## src/rtl/conv_rr_pkg.sv

```systemverilog
package conv_rr_pkg;

   typedef enum logic [1:0] {
      ROUTE_DROP = 2'd0,
      ROUTE_FIFO = 2'd1,
      ROUTE_FWD  = 2'd2
   } route_e;

   function automatic int unsigned idx_width(input int unsigned n);
      return (n > 1) ? $clog2(n) : 1;
   endfunction

endpackage

```

## src/rtl/conv_rr_prio_pick.sv

```systemverilog
module conv_rr_prio_pick #(
   parameter int unsigned NUM_REQ = 4,
   localparam int unsigned IDX_W = conv_rr_pkg::idx_width(NUM_REQ)
) (
   input  logic [NUM_REQ-1:0] req,
   output logic               any,
   output logic [IDX_W-1:0]   idx
);

   logic [NUM_REQ:0]   seen;
   logic [NUM_REQ-1:0] win;

   assign seen[0] = 1'b0;

   for (genvar i = 0; i < NUM_REQ; i++) begin : g_chain
      assign win[i]    = req[i] & ~seen[i];
      assign seen[i+1] = seen[i] | req[i];
   end

   assign any = seen[NUM_REQ];

   always_comb begin
      idx = '0;
      for (int i = 0; i < NUM_REQ; i++) begin
         if (win[i]) idx = IDX_W'(i);
      end
   end

endmodule

```

## src/rtl/conv_rr_tag_decode.sv

```systemverilog
module conv_rr_tag_decode #(
   parameter int unsigned TAG_W     = 4,
   parameter int unsigned NUM_FIFO  = 6,
   parameter int unsigned FWD_CODE  = 8,
   localparam int unsigned FIDX_W   = conv_rr_pkg::idx_width(NUM_FIFO)
) (
   input  logic [TAG_W-1:0]        tag,
   output conv_rr_pkg::route_e     route,
   output logic [FIDX_W-1:0]       fifo_idx
);
   import conv_rr_pkg::*;

   if (NUM_FIFO > FWD_CODE) begin : g_bad_code
      $error("conv_rr_tag_decode: FIFO numbers overlap the forward code");
   end

   always_comb begin
      fifo_idx = FIDX_W'(tag);
      if (32'(tag) < NUM_FIFO)       route = ROUTE_FIFO;
      else if (32'(tag) == FWD_CODE) route = ROUTE_FWD;
      else                           route = ROUTE_DROP;
   end

endmodule

```

## src/rtl/conv_rr_xfer_ctrl.sv

```systemverilog
module conv_rr_xfer_ctrl #(
   parameter int unsigned NUM_SRC = 4,
   localparam int unsigned IDX_W  = conv_rr_pkg::idx_width(NUM_SRC)
) (
   input  logic                 clk,
   input  logic                 rst_n,
   input  logic                 pick_any,
   input  logic [IDX_W-1:0]     pick_idx,
   input  conv_rr_pkg::route_e  route,
   input  logic                 stamp_req,
   input  logic                 sel_full,
   input  logic                 fwd_ready,
   output logic [IDX_W-1:0]     cur_idx,
   output logic                 write_en,
   output logic                 write_stamp,
   output logic                 fwd_valid,
   output logic                 done
);
   import conv_rr_pkg::*;

   logic             busy_q;
   logic             phase_q;
   logic [IDX_W-1:0] grant_q;
   logic             active;

   always_comb begin
      cur_idx     = busy_q ? grant_q : pick_idx;
      active      = busy_q | pick_any;
      write_en    = 1'b0;
      write_stamp = 1'b0;
      fwd_valid   = 1'b0;
      done        = 1'b0;
      if (active) begin
         unique case (route)
            ROUTE_FIFO: begin
               if (!sel_full) begin
                  write_en    = 1'b1;
                  write_stamp = phase_q;
                  done        = phase_q | ~stamp_req;
               end
            end
            ROUTE_FWD: begin
               fwd_valid = 1'b1;
               done      = fwd_ready;
            end
            default: done = 1'b1;
         endcase
      end
   end

   always_ff @(posedge clk or negedge rst_n) begin
      if (!rst_n) begin
         busy_q  <= 1'b0;
         phase_q <= 1'b0;
         grant_q <= '0;
      end else if (done) begin
         busy_q  <= 1'b0;
         phase_q <= 1'b0;
      end else if (active) begin
         busy_q  <= 1'b1;
         grant_q <= cur_idx;
         if (write_en) phase_q <= 1'b1;
      end
   end

endmodule

```

## src/rtl/conv_result_router.sv

```systemverilog
module conv_result_router #(
   parameter int unsigned NUM_SRC     = 4,
   parameter int unsigned NUM_STAMPED = 2,
   parameter int unsigned DATA_W      = 16,
   parameter int unsigned TAG_W       = 4,
   parameter int unsigned DEST_W      = 2,
   parameter int unsigned NUM_FIFO    = 6,
   parameter int unsigned FWD_CODE    = 8,
   localparam int unsigned IDX_W      = conv_rr_pkg::idx_width(NUM_SRC),
   localparam int unsigned FIDX_W     = conv_rr_pkg::idx_width(NUM_FIFO)
) (
   input  logic                       clk,
   input  logic                       rst_n,
   input  logic [NUM_SRC-1:0]         src_valid,
   output logic [NUM_SRC-1:0]         src_ack,
   input  logic [NUM_SRC*DATA_W-1:0]  src_data,
   input  logic [NUM_SRC*TAG_W-1:0]   src_tag,
   input  logic [NUM_SRC*DEST_W-1:0]  src_dest,
   input  logic [NUM_SRC-1:0]         src_stamped,
   input  logic [NUM_SRC*DATA_W-1:0]  src_stamp,
   input  logic [NUM_FIFO-1:0]        fifo_full,
   output logic [NUM_FIFO-1:0]        fifo_wr,
   output logic [DATA_W-1:0]          fifo_wdata,
   output logic                       fwd_valid,
   input  logic                       fwd_ready,
   output logic [DATA_W-1:0]          fwd_data,
   output logic [TAG_W-1:0]           fwd_tag,
   output logic [DEST_W-1:0]          fwd_dest
);
   import conv_rr_pkg::*;

   if (NUM_SRC < 2) begin : g_bad_src
      $error("conv_result_router: at least two sources are needed");
   end
   if (NUM_STAMPED > NUM_SRC) begin : g_bad_stamp
      $error("conv_result_router: more stamping sources than sources");
   end
   if (NUM_FIFO < 1 || FWD_CODE >= (1 << TAG_W)) begin : g_bad_tag
      $error("conv_result_router: tag space does not fit the FIFO and forward codes");
   end

   logic [DATA_W-1:0] data_a  [NUM_SRC];
   logic [DATA_W-1:0] stamp_a [NUM_SRC];
   logic [TAG_W-1:0]  tag_a   [NUM_SRC];
   logic [DEST_W-1:0] dest_a  [NUM_SRC];
   logic [NUM_SRC-1:0] stamp_cap;

   for (genvar s = 0; s < NUM_SRC; s++) begin : g_unpack
      assign data_a[s]  = src_data[s*DATA_W +: DATA_W];
      assign stamp_a[s] = src_stamp[s*DATA_W +: DATA_W];
      assign tag_a[s]   = src_tag[s*TAG_W +: TAG_W];
      assign dest_a[s]  = src_dest[s*DEST_W +: DEST_W];
      if (s < NUM_STAMPED) begin : g_cap
         assign stamp_cap[s] = src_stamped[s];
      end else begin : g_nocap
         assign stamp_cap[s] = 1'b0;
      end
   end

   logic              pick_any;
   logic [IDX_W-1:0]  pick_idx;
   logic [IDX_W-1:0]  cur_idx;
   route_e            route;
   logic [FIDX_W-1:0] fifo_idx;
   logic              sel_full;
   logic              write_en;
   logic              write_stamp;
   logic              done;
   logic              fwd_go;

   conv_rr_prio_pick #(.NUM_REQ(NUM_SRC)) u_pick (
      .req (src_valid),
      .any (pick_any),
      .idx (pick_idx)
   );

   conv_rr_tag_decode #(
      .TAG_W    (TAG_W),
      .NUM_FIFO (NUM_FIFO),
      .FWD_CODE (FWD_CODE)
   ) u_decode (
      .tag      (tag_a[cur_idx]),
      .route    (route),
      .fifo_idx (fifo_idx)
   );

   assign sel_full = (route == ROUTE_FIFO) ? fifo_full[fifo_idx] : 1'b0;

   conv_rr_xfer_ctrl #(.NUM_SRC(NUM_SRC)) u_ctrl (
      .clk         (clk),
      .rst_n       (rst_n),
      .pick_any    (pick_any),
      .pick_idx    (pick_idx),
      .route       (route),
      .stamp_req   (stamp_cap[cur_idx]),
      .sel_full    (sel_full),
      .fwd_ready   (fwd_ready),
      .cur_idx     (cur_idx),
      .write_en    (write_en),
      .write_stamp (write_stamp),
      .fwd_valid   (fwd_go),
      .done        (done)
   );

   always_comb begin
      src_ack = '0;
      if (done) src_ack[cur_idx] = 1'b1;
      fifo_wr = '0;
      if (write_en) fifo_wr[fifo_idx] = 1'b1;
   end

   assign fifo_wdata = write_stamp ? stamp_a[cur_idx] : data_a[cur_idx];
   assign fwd_valid  = fwd_go;
   assign fwd_data   = fwd_go ? data_a[cur_idx] : '0;
   assign fwd_tag    = fwd_go ? tag_a[cur_idx]  : '0;
   assign fwd_dest   = fwd_go ? dest_a[cur_idx] : '0;

endmodule

```

## config.mk

```make
export PLATFORM = sky130hd
export DESIGN_NAME = conv_result_router
export DESIGN_NICKNAME = d
export VERILOG_FILES = /design/src/rtl/conv_rr_pkg.sv /design/src/rtl/conv_rr_prio_pick.sv /design/src/rtl/conv_rr_tag_decode.sv /design/src/rtl/conv_rr_xfer_ctrl.sv /design/src/rtl/conv_result_router.sv
export SDC_FILE = /design/constraint.sdc
export NUM_CORES = 1
export LEC_CHECK = 0
export ABC_CLOCK_PERIOD_IN_PS = 4800
export BUFFER_PORTS_ARGS = -buffer_cell sky130_fd_sc_hd__buf_2
export CORE_AREA = 2 2 85 87
export DETAILED_ROUTE_END_ITERATION = 16
export DIE_AREA = 0 0 87 89
export PLACE_DENSITY = 0.8
export SYNTH_ARGS = -nofsm -noshare
export SYNTH_HDL_FRONTEND = slang
export SYNTH_SLANG_ARGS = --single-unit
```

## constraint.sdc

```tcl
create_clock -name clk -period 4.8 [get_ports clk]
set_input_delay 0.48 -clock clk [delete_from_list [all_inputs] [get_ports clk]]
set_output_delay 0.48 -clock clk [all_outputs]
set_load 0.02 [all_outputs]
```

# After elaboration in Yosys (flattened, before gate mapping)
# Index checks and enable logic that the tools add are counted.
# word_totals
ff_bits	4
out_inout_bits	49
word_cells	81
input_bits	169
# op_classes
mux	49
eq_ne	3
reduce_logical	6
magnitude_cmp	6
bitwise_logic	14
# op_table
cell	count
two-way mux 16 bit	6
binary-select mux 16 bit (select 2 bit)	2
two-way mux 1 bit	21
two-way mux 2 bit	8
two-way mux 4 bit	4
binary-select mux 4 bit (select 2 bit)	1
two-way mux 6 bit	1
NOT 1 bit	5
bitwise OR 1 bit	5
binary-select mux 2 bit (select 2 bit)	1
== test 4 bit, second input constant	1
less-than comparator 3 x 4 -> 1 bit, second input constant	1
less-than comparator 4 x 3 -> 1 bit, second input constant	1
AND reduction 2 bit	2
nonzero test 2 bit	2
bitwise AND 1 bit	3
binary-select mux 1 bit (select 3 bit)	1
demux 1 bit (select 3 bit)	1
greater-or-equal comparator 3 x 1 -> 1 bit, second input constant	1
greater-or-equal comparator 3 bit, second input constant	1
less-than comparator 2 x 3 -> 1 bit, second input constant	1
NOT 2 -> 3 bit	1
binary-select mux 1 bit (select 2 bit)	1
demux 1 bit (select 2 bit)	1
5 further kinds	6

# Logic depth before layout (Yosys ltp)
# Gate-level depths: netlist of run 1.
# depth
word_depth	21
mapped_depth	11
mapped_depth_nobuf	8

# Cells and area by module
# Synthesis of run 1 repeated with hierarchy kept, for this count alone.
# hier_totals
hier_cells	169
area_unflattened_um2	2234.6
# modules_own_cells
mod	instances	area_each_um2	seq_area_each_um2	cells_per_inst
conv_result_router	1	1875.5	0.0	132
conv_rr_xfer_ctrl	1	281.5	100.1	25
conv_rr_tag_decode	1	42.5	0.0	5
conv_rr_prio_pick	1	35.0	0.0	7

# Least setup slack after synthesis of run 1
# Ideal clock, no wire load.
# synth_path
kind	input to output
from	input src_valid[2]
to	output fifo_wdata[10]
path_buffers	1
slack_ps	983
arrival_ps	3337
path_stages	9
required_ps	4320
cell_sequence	nand2b_1 a221oi_4 mux2i_1 mux2_2 a2111oi_4 a221oi_2 nor4_4 buf_6 mux2i_1
# synth_between
elab_chain_len	18
word_cells_on_any_way	31
classes_between	order compare: 1; eq/ne: 2; mux: 21; bitwise: 7
# synth_lines
item	line	text
from (decl)	conv_result_router.sv:14	input logic [NUM_SRC-1:0] src_valid,
parallel branches: the longest is 17 deep, another holds less-than comparator 4 x 3 -> 1 bit	-	
two-way mux 16 bit *	conv_result_router.sv:112	assign fifo_wdata = write_stamp ? stamp_a[cur_idx] : data_a[cur_idx];
to (decl)	conv_result_router.sv:23	output logic [DATA_W-1:0] fifo_wdata,
# Mark *: on every way between the ends. The select of a mux whose other input is x is not followed.

# Worst setup path in the final report of run 1
# layout_path
from	register u_ctrl.busy_q
to	output fifo_wdata[3]
# layout_between
elab_chain_len	14
word_cells_on_any_way	24
classes_between	order compare: 1; eq/ne: 2; mux: 19; bitwise: 2
# layout_lines
item	line	text
from (decl)	conv_rr_xfer_ctrl.sv:21	logic busy_q;
from (signal assigned)	conv_rr_xfer_ctrl.sv:53	busy_q <= 1'b0;
from (signal assigned)	conv_rr_xfer_ctrl.sv:57	busy_q <= 1'b0;
from (signal assigned)	conv_rr_xfer_ctrl.sv:60	busy_q <= 1'b1;
parallel branches: the longest is 13 deep, another holds less-than comparator 4 x 3 -> 1 bit	-	
two-way mux 16 bit *	conv_result_router.sv:112	
# Marked as above.

==> results of run 1 <==
[layer usage]
metal	track usage, %	vias up
met2	34.3	166
met3	2.86	13
li1	-	1613
met5	0	-
met4	6.39	0
met1	24.3	1381
[power by group through the flow]
stage / Combinational, mW / Sequential, mW / Clock (mW)
after detailed placement: 1.26 / 0.0647 / 0
after CTS: 1.26 / 0.0645 / 0.0723
after global placement: 1.24 / 0.0640 / 0
after global routing: 1.39 / 0.0660 / 0.0743
after floorplan: 0.914 / 0.0528 / 0
final: 1.26 / 0.0646 / 0.0699
[sequential cells by signal (all words and copies together), names as in the netlist]
name            flops
u_ctrl.grant_q      2
u_ctrl.busy_q       1
u_ctrl.phase_q      1
[cell type report]
type / instances / area share (%)
Multi-Input combinational cell: 329 / 55.8
Tap cell: 80 / 3.19
Sequential cell: 4 / 3.19
Clock buffer: 3 / 1.32
Timing Repair Buffer: 220 / 35.8
Inverter: 6 / 0.718
[per-stage QoR]
stage | utilization (%) | hold slack, ns
after floorplan | - | 0.184
after global placement | 46.1 | 0.284
after detailed placement | 46.1 | 0.288
after CTS | 46.7 | 0.0581
after global routing | 46.7 | 0.0634
final | 46.7 | 0.0620
[final timing paths]
| check | from | to | cells past startpoint |
|---|---|---|---|
| max in group asynchronous | rst_n | u_ctrl.busy_q$_DFFE_PN0P_ | 1 |
| hold / removal | rst_n | u_ctrl.grant_q[0]$_DFFE_PN0P_ | 1 |
| setup reg to reg | u_ctrl.busy_q$_DFFE_PN0P_ | u_ctrl.grant_q[0]$_DFFE_PN0P_ | 8 |
| hold reg to reg | u_ctrl.grant_q[1]$_DFFE_PN0P_ | u_ctrl.grant_q[1]$_DFFE_PN0P_ | 1 |
| setup / recovery | u_ctrl.busy_q$_DFFE_PN0P_ | fifo_wdata[3] | 10 |
| min in group clk | u_ctrl.grant_q[1]$_DFFE_PN0P_ | u_ctrl.grant_q[1]$_DFFE_PN0P_ | 1 |
[cells in the final DEF, fill, tap and decap left out, types with 2 or more instances in the layout]
cell type / instances
nor2_1: 114
dfrtp_1: 4
nand3_1: 33
and2_1: 3
or3_1: 2
nor4_1: 2
mux2i_1: 29
buf_4: 8
nor3_1: 8
o21ai_0: 34
buf_2: 212
a211oi_1: 2
mux2_2: 8
conb_1: 3
clkbuf_8: 3
inv_1: 6
nand2b_1: 2
nand2_1: 75
a311oi_1: 2
[logic make-up after synthesis]
kind of cell | synth area share, %
AOI/OAI and AO/OA | 17.2
other | 0.187
DFF | 5.00
buffers and inverters | 8.26
muxes | 19.0
and+or+nand+nor | 50.3
==> reports/qor.csv, run 1 <==
metric,value,unit
status,completed,
Worst EP arrival,3.52,ns
Worst path most repeated cell,buf_4,
buffers and inverters on the worst path,3,
peak supply drop,0.000176,V
RSZ-0062 raised after global routing,no,
Area growth syn-to-layout,56.7,%
worst-margin pin slew,0.811,ns
Clock Path Buffers,2,
First-pass DRT Iterations,4,
dpl ws,0.932,ns
register area,100,um^2
Setup-failing EPs final,0,
Ys Warns,0,
Crit path largest cell delay,0.53,ns
"top cells by area, synth","nor2_1, mux2i_1, nand2_1, o21ai_0, nand3_1",
WL met2,4.06,mm
minimum clock period,4.00,ns
"Critical Path, Cell by Cell",nor2_1 > a221oi_4 > buf_4 > mux2_2 > a2111oi_4 > a221oi_2 > nor4_4 > buf_4 > mux2i_1 > buf_2,
DP HPWL,6.67,mm
H-tree levels,1,
Die H,89,um
Syn Area/Cell,5.42,um^2
antenna violations before repair,0,
Setup TNS Final,0,ns
Pwr Density,444,mW/mm^2
"Setup Fix Bufs, Post-CTS",0,
combinational share of power,90.3,%
vias in the first global route,2810,
cell area after layout,0.00314,mm^2
Clock Skews,0.000909,ns
R2R Setup Slk,1.44,ns
"delay-heaviest family, CP",buffers and inverters,
crit path kind,register to primary output,
Area after DPL,0.00309,mm^2
top-count cell post-synth,nor2_1,
Worst Setup Start Kind,register,
Synth cell types,32,
register area share after synthesis,5.00,%
# DRC,0,
Final ANT Viol Nets,0,
top sig layer,met4,
share of power burned in the clock network,5.0,%
Post-synth EDFFs,0,
Max Slew Vio Count,0,
Num Clock Sinks,4,
Crit. End Element,primary output,
clock slew at reported path FFs,0.03,ns
Post-Syn Area,0.00200,mm^2
die width,87,um
Syn Inst Count,369,
Switching Share,60.7,%
Post-CTS Resized,0,
Port-buffer cells,212,
Final nets,733,
drt first-iter violations,100,
dpl cells,639,
Synth area leader,nor2_1,
Initial Util,29.8,%
post-route insts no fill,642,
PnR worst setup slack,0.798,ns
Lkg Pwr,1.69,nW
Rows,30,
Worst Hold Class,input port to async pin,
f_max,250,MHz
Reg power frac,4.6,%
Worst Path Required,4.32,ns
area of the multi-input gates,0.00175,mm^2
routed wl met3,730,um
vias,3173,
Layout fillers,722,
core area,0.00672,mm^2
"FFs w/ async S/R, synth",100,%
largest net degree at the start of global routing,47,
die area,0.00774,mm^2
Synth top cells by count,"nor2_1, nand2_1, o21ai_0, nand3_1, mux2i_1",
gpl congestion,0.874,
Ports,218,
Met1 Wirelength,3.36,mm
Antenna diodes,0,
Total Power,1.39,mW
share of cells above drive strength 1,42.5,%
Internal,0.548,mW
Root Driver,clkbuf_8,
top_reg_cell synth,dfrtp_1,
Detailed Route WL,8.30,mm
top cell type's share of synthesized area,21.4,%
"Hold Vio Cnt, Final",0,
clk_lat worst skew,0.22,ns
Slew headroom,45.9,%
Slowest cell on crit path,dfrtp_1,
Total Routing Usage GR,19.5,%
Seq cells post-synth,4,
Num CTS Buffers,3,
crit path max fanout,40,
Max Cap Viol,0,
Net Switching,0.845,mW
Hold Buf Count CTS,0,
first-pass GRT wire length,12.3,mm
DR vias/cell,4.94,
Final Cycle Share,83.4,%
global route overflow,0,
WL/cell,12.9,um
CTS tree,done,
Power figures use the tool's default switching activity.
==> run 2: changes to the inputs <==
--- a/config.mk
+++ b/config.mk
@@ -5,7 +5,7 @@
 export SDC_FILE = /design/constraint.sdc
 export NUM_CORES = 1
 export LEC_CHECK = 0
-export ABC_CLOCK_PERIOD_IN_PS = 4800
+export ABC_CLOCK_PERIOD_IN_PS = 4200
 export BUFFER_PORTS_ARGS = -buffer_cell sky130_fd_sc_hd__buf_2
 export CORE_AREA = 2 2 85 87
 export DETAILED_ROUTE_END_ITERATION = 16
==> constraint.sdc (replaced) <==
create_clock -name clk -period 4.2 [get_ports clk]
set_input_delay 0.42 -clock clk [delete_from_list [all_inputs] [get_ports clk]]
set_output_delay 0.42 -clock clk [all_outputs]
set_load 0.02 [all_outputs]
==> reports/qor.csv, run 2 (synthesized netlist as in run 1, its figures left out) <==
metric,value,unit
status,completed,
"delay-heaviest family, CP",multiplexers,
die area,0.00774,mm^2
First-pass DRT Iterations,4,
Port-buffer cells,212,
H-tree levels,1,
Crit path largest cell delay,0.53,ns
vias,3174,
Max Cap Viol,0,
reg2reg start,u_ctrl.busy_q$_DFFE_PN0P_,
"Critical Path, Cell by Cell",nor2_1 > a221oi_4 > mux2i_1 > mux2_2 > a2111oi_4 > a221oi_2 > nor4_4 > buf_4 > mux2i_1 > buf_2,
Cells on Worst Hold Path,1,
largest net degree at the start of global routing,78,
Layout fillers,707,
Slew headroom,47.4,%
Setup-failing EPs final,0,
Hold Crit Start,u_ctrl.grant_q[0]$_DFFE_PN0P_,
"commonest non-fill, non-tap cell in the layout",buf_2,
clk_lat worst skew,0.22,ns
Antenna diodes,0,
DR vias/cell,4.94,
Clock Skews,0.000138,ns
Detailed Route WL,8.40,mm
clock slew at reported path FFs,0.03,ns
share of cells above drive strength 1,42.3,%
Setup TNS Final,0,ns
Rows,30,
Reg power frac,4.6,%
minimum clock period,4.00,ns
Ports,218,
hold worst-path end,u_ctrl.grant_q[0]$_DFFE_PN0P_,
crit path kind,register to primary output,
R2R Setup Slk,1.02,ns
first-pass GRT wire length,12.0,mm
share of power burned in the clock network,5.1,%
Pwr Density,511,mW/mm^2
dpl cells,638,
worst flop-to-flop path endpoint,u_ctrl.grant_q[1]$_DFFE_PN0P_,
Clock Path Buffers,2,
Biggest register,u_ctrl.grant_q,
cell area after layout,0.00315,mm^2
RSZ-0062 raised after global routing,no,
Max Slew Vio Count,0,
Lkg Pwr,1.70,nW
Worst path most repeated cell,mux2i_1,
Num CTS Buffers,3,
f_max,250,MHz
buffers and inverters on the worst path,2,
vias in the first global route,2748,
max reg flops,2,
gpl congestion,0.867,
crit path max fanout,12,
# DRC,0,
die width,87,um
post-route insts no fill,642,
Root Driver,clkbuf_8,
WL/cell,13.1,um
Num Clock Sinks,4,
peak supply drop,0.000239,V
Area growth syn-to-layout,57.5,%
antenna violations before repair,0,
Worst R2R Path Depth,8,
Crit. End Element,primary output,
Final nets,733,
Die H,89,um
Total Power,1.61,mW
top flop regs,"u_ctrl.grant_q: 2 flops, u_ctrl.busy_q: 1 flops, u_ctrl.phase_q: 1 flops",
Worst EP arrival,3.58,ns
Worst Setup Start Kind,register,
drt first-iter violations,111,
Final ANT Viol Nets,0,
Total Routing Usage GR,19.1,%
CTS tree,done,
Initial Util,29.8,%
DP HPWL,6.72,mm
worst-margin pin slew,0.788,ns
most frequent cells in the layout,"buf_2, nor2_1, nand2_1, nand3_1, o21ai_0",
final core occ,46.9,%
Worst Hold Class,register to register,
Final Cycle Share,95.2,%
combinational share of power,90.3,%
Switching Share,60.6,%
Internal,0.634,mW
Worst Path Required,3.78,ns
Area after DPL,0.00310,mm^2
"Hold Vio Cnt, Final",0,
global route overflow,0,
core area,0.00672,mm^2
Slowest cell on crit path,dfrtp_1,
Net Switching,0.976,mW
-- run 2: changes by cell type in the layout (fill, tap and decap cells not counted) --
cell,change
dlygate4sd3_1,+1
o21ai_0,-1
buf_4,-2
o21ai_1,+1
buf_12,+1
-- run 2: power by group through the flow --
stage                     clock, mW  combinational (mW)  sequential (mW)
after floorplan                   0                1.05           0.0604
after global placement            0                1.42           0.0732
after detailed placement          0                1.45           0.0750
after CTS                    0.0841                1.46           0.0745
after global routing         0.0859                1.59           0.0771
final                        0.0816                1.45           0.0744
-- run 2: cell type report --
type                       instances  area, um^2  share of cell area (%)
timing repair buffer             220        1140                    36.1
multi-input combinational        329        1750                    55.6
sequential                         4         100                    3.18
tap                               80         100                    3.18
clock buffer                       3        41.3                    1.31
inverter                           6        22.5                   0.715
-- run 2: stage by stage --
step	hold slack, ns	worst slack, ns
6_report	0.508	0.200
5_1_grt	0.537	0.00305
4_1_cts	0.514	0.149
3_5_place_dp	0.229	0.357
3_3_place_gp	0.224	0.474
2_1_floorplan	0.124	0.503
-- run 2: metal layers --
metal | track usage, % | part of all wire, % | vias to the layer above | wire length [um]
met3 | 1.39 | 6.4 | 16 | 541
met5 | 0 | 0 | - | 0
li1 | - | - | 1613 | -
met2 | 35.8 | 51 | 169 | 4250
met4 | 5.54 | 1.7 | 0 | 142
met1 | 23.4 | 41 | 1376 | 3470
-- run 2: worst max path at each step --
stage | to | from | depth (start not counted) | slack, ns
after floorplan | fifo_wdata[10] | src_valid[2] | 9 | 0.50
after global placement | fifo_wdata[5] | src_valid[2] | 11 | 0.47
after detailed placement | fifo_wdata[8] | src_valid[2] | 11 | 0.36
after CTS | fifo_wdata[8] | u_ctrl.busy_q$_DFFE_PN0P_ | 10 | 0.15
after global routing | fifo_wdata[9] | u_ctrl.busy_q$_DFFE_PN0P_ | 10 | 0.003
final | fifo_wdata[5] | u_ctrl.busy_q$_DFFE_PN0P_ | 10 | 0.20
-- run 2: timing repair --
action,in CTS,in global routing
setup endpoints to repair,0,5
endpoints found under the hold margin,4,0
hold buffers,1,0
resized for setup,0,1
setup buffers,0,0
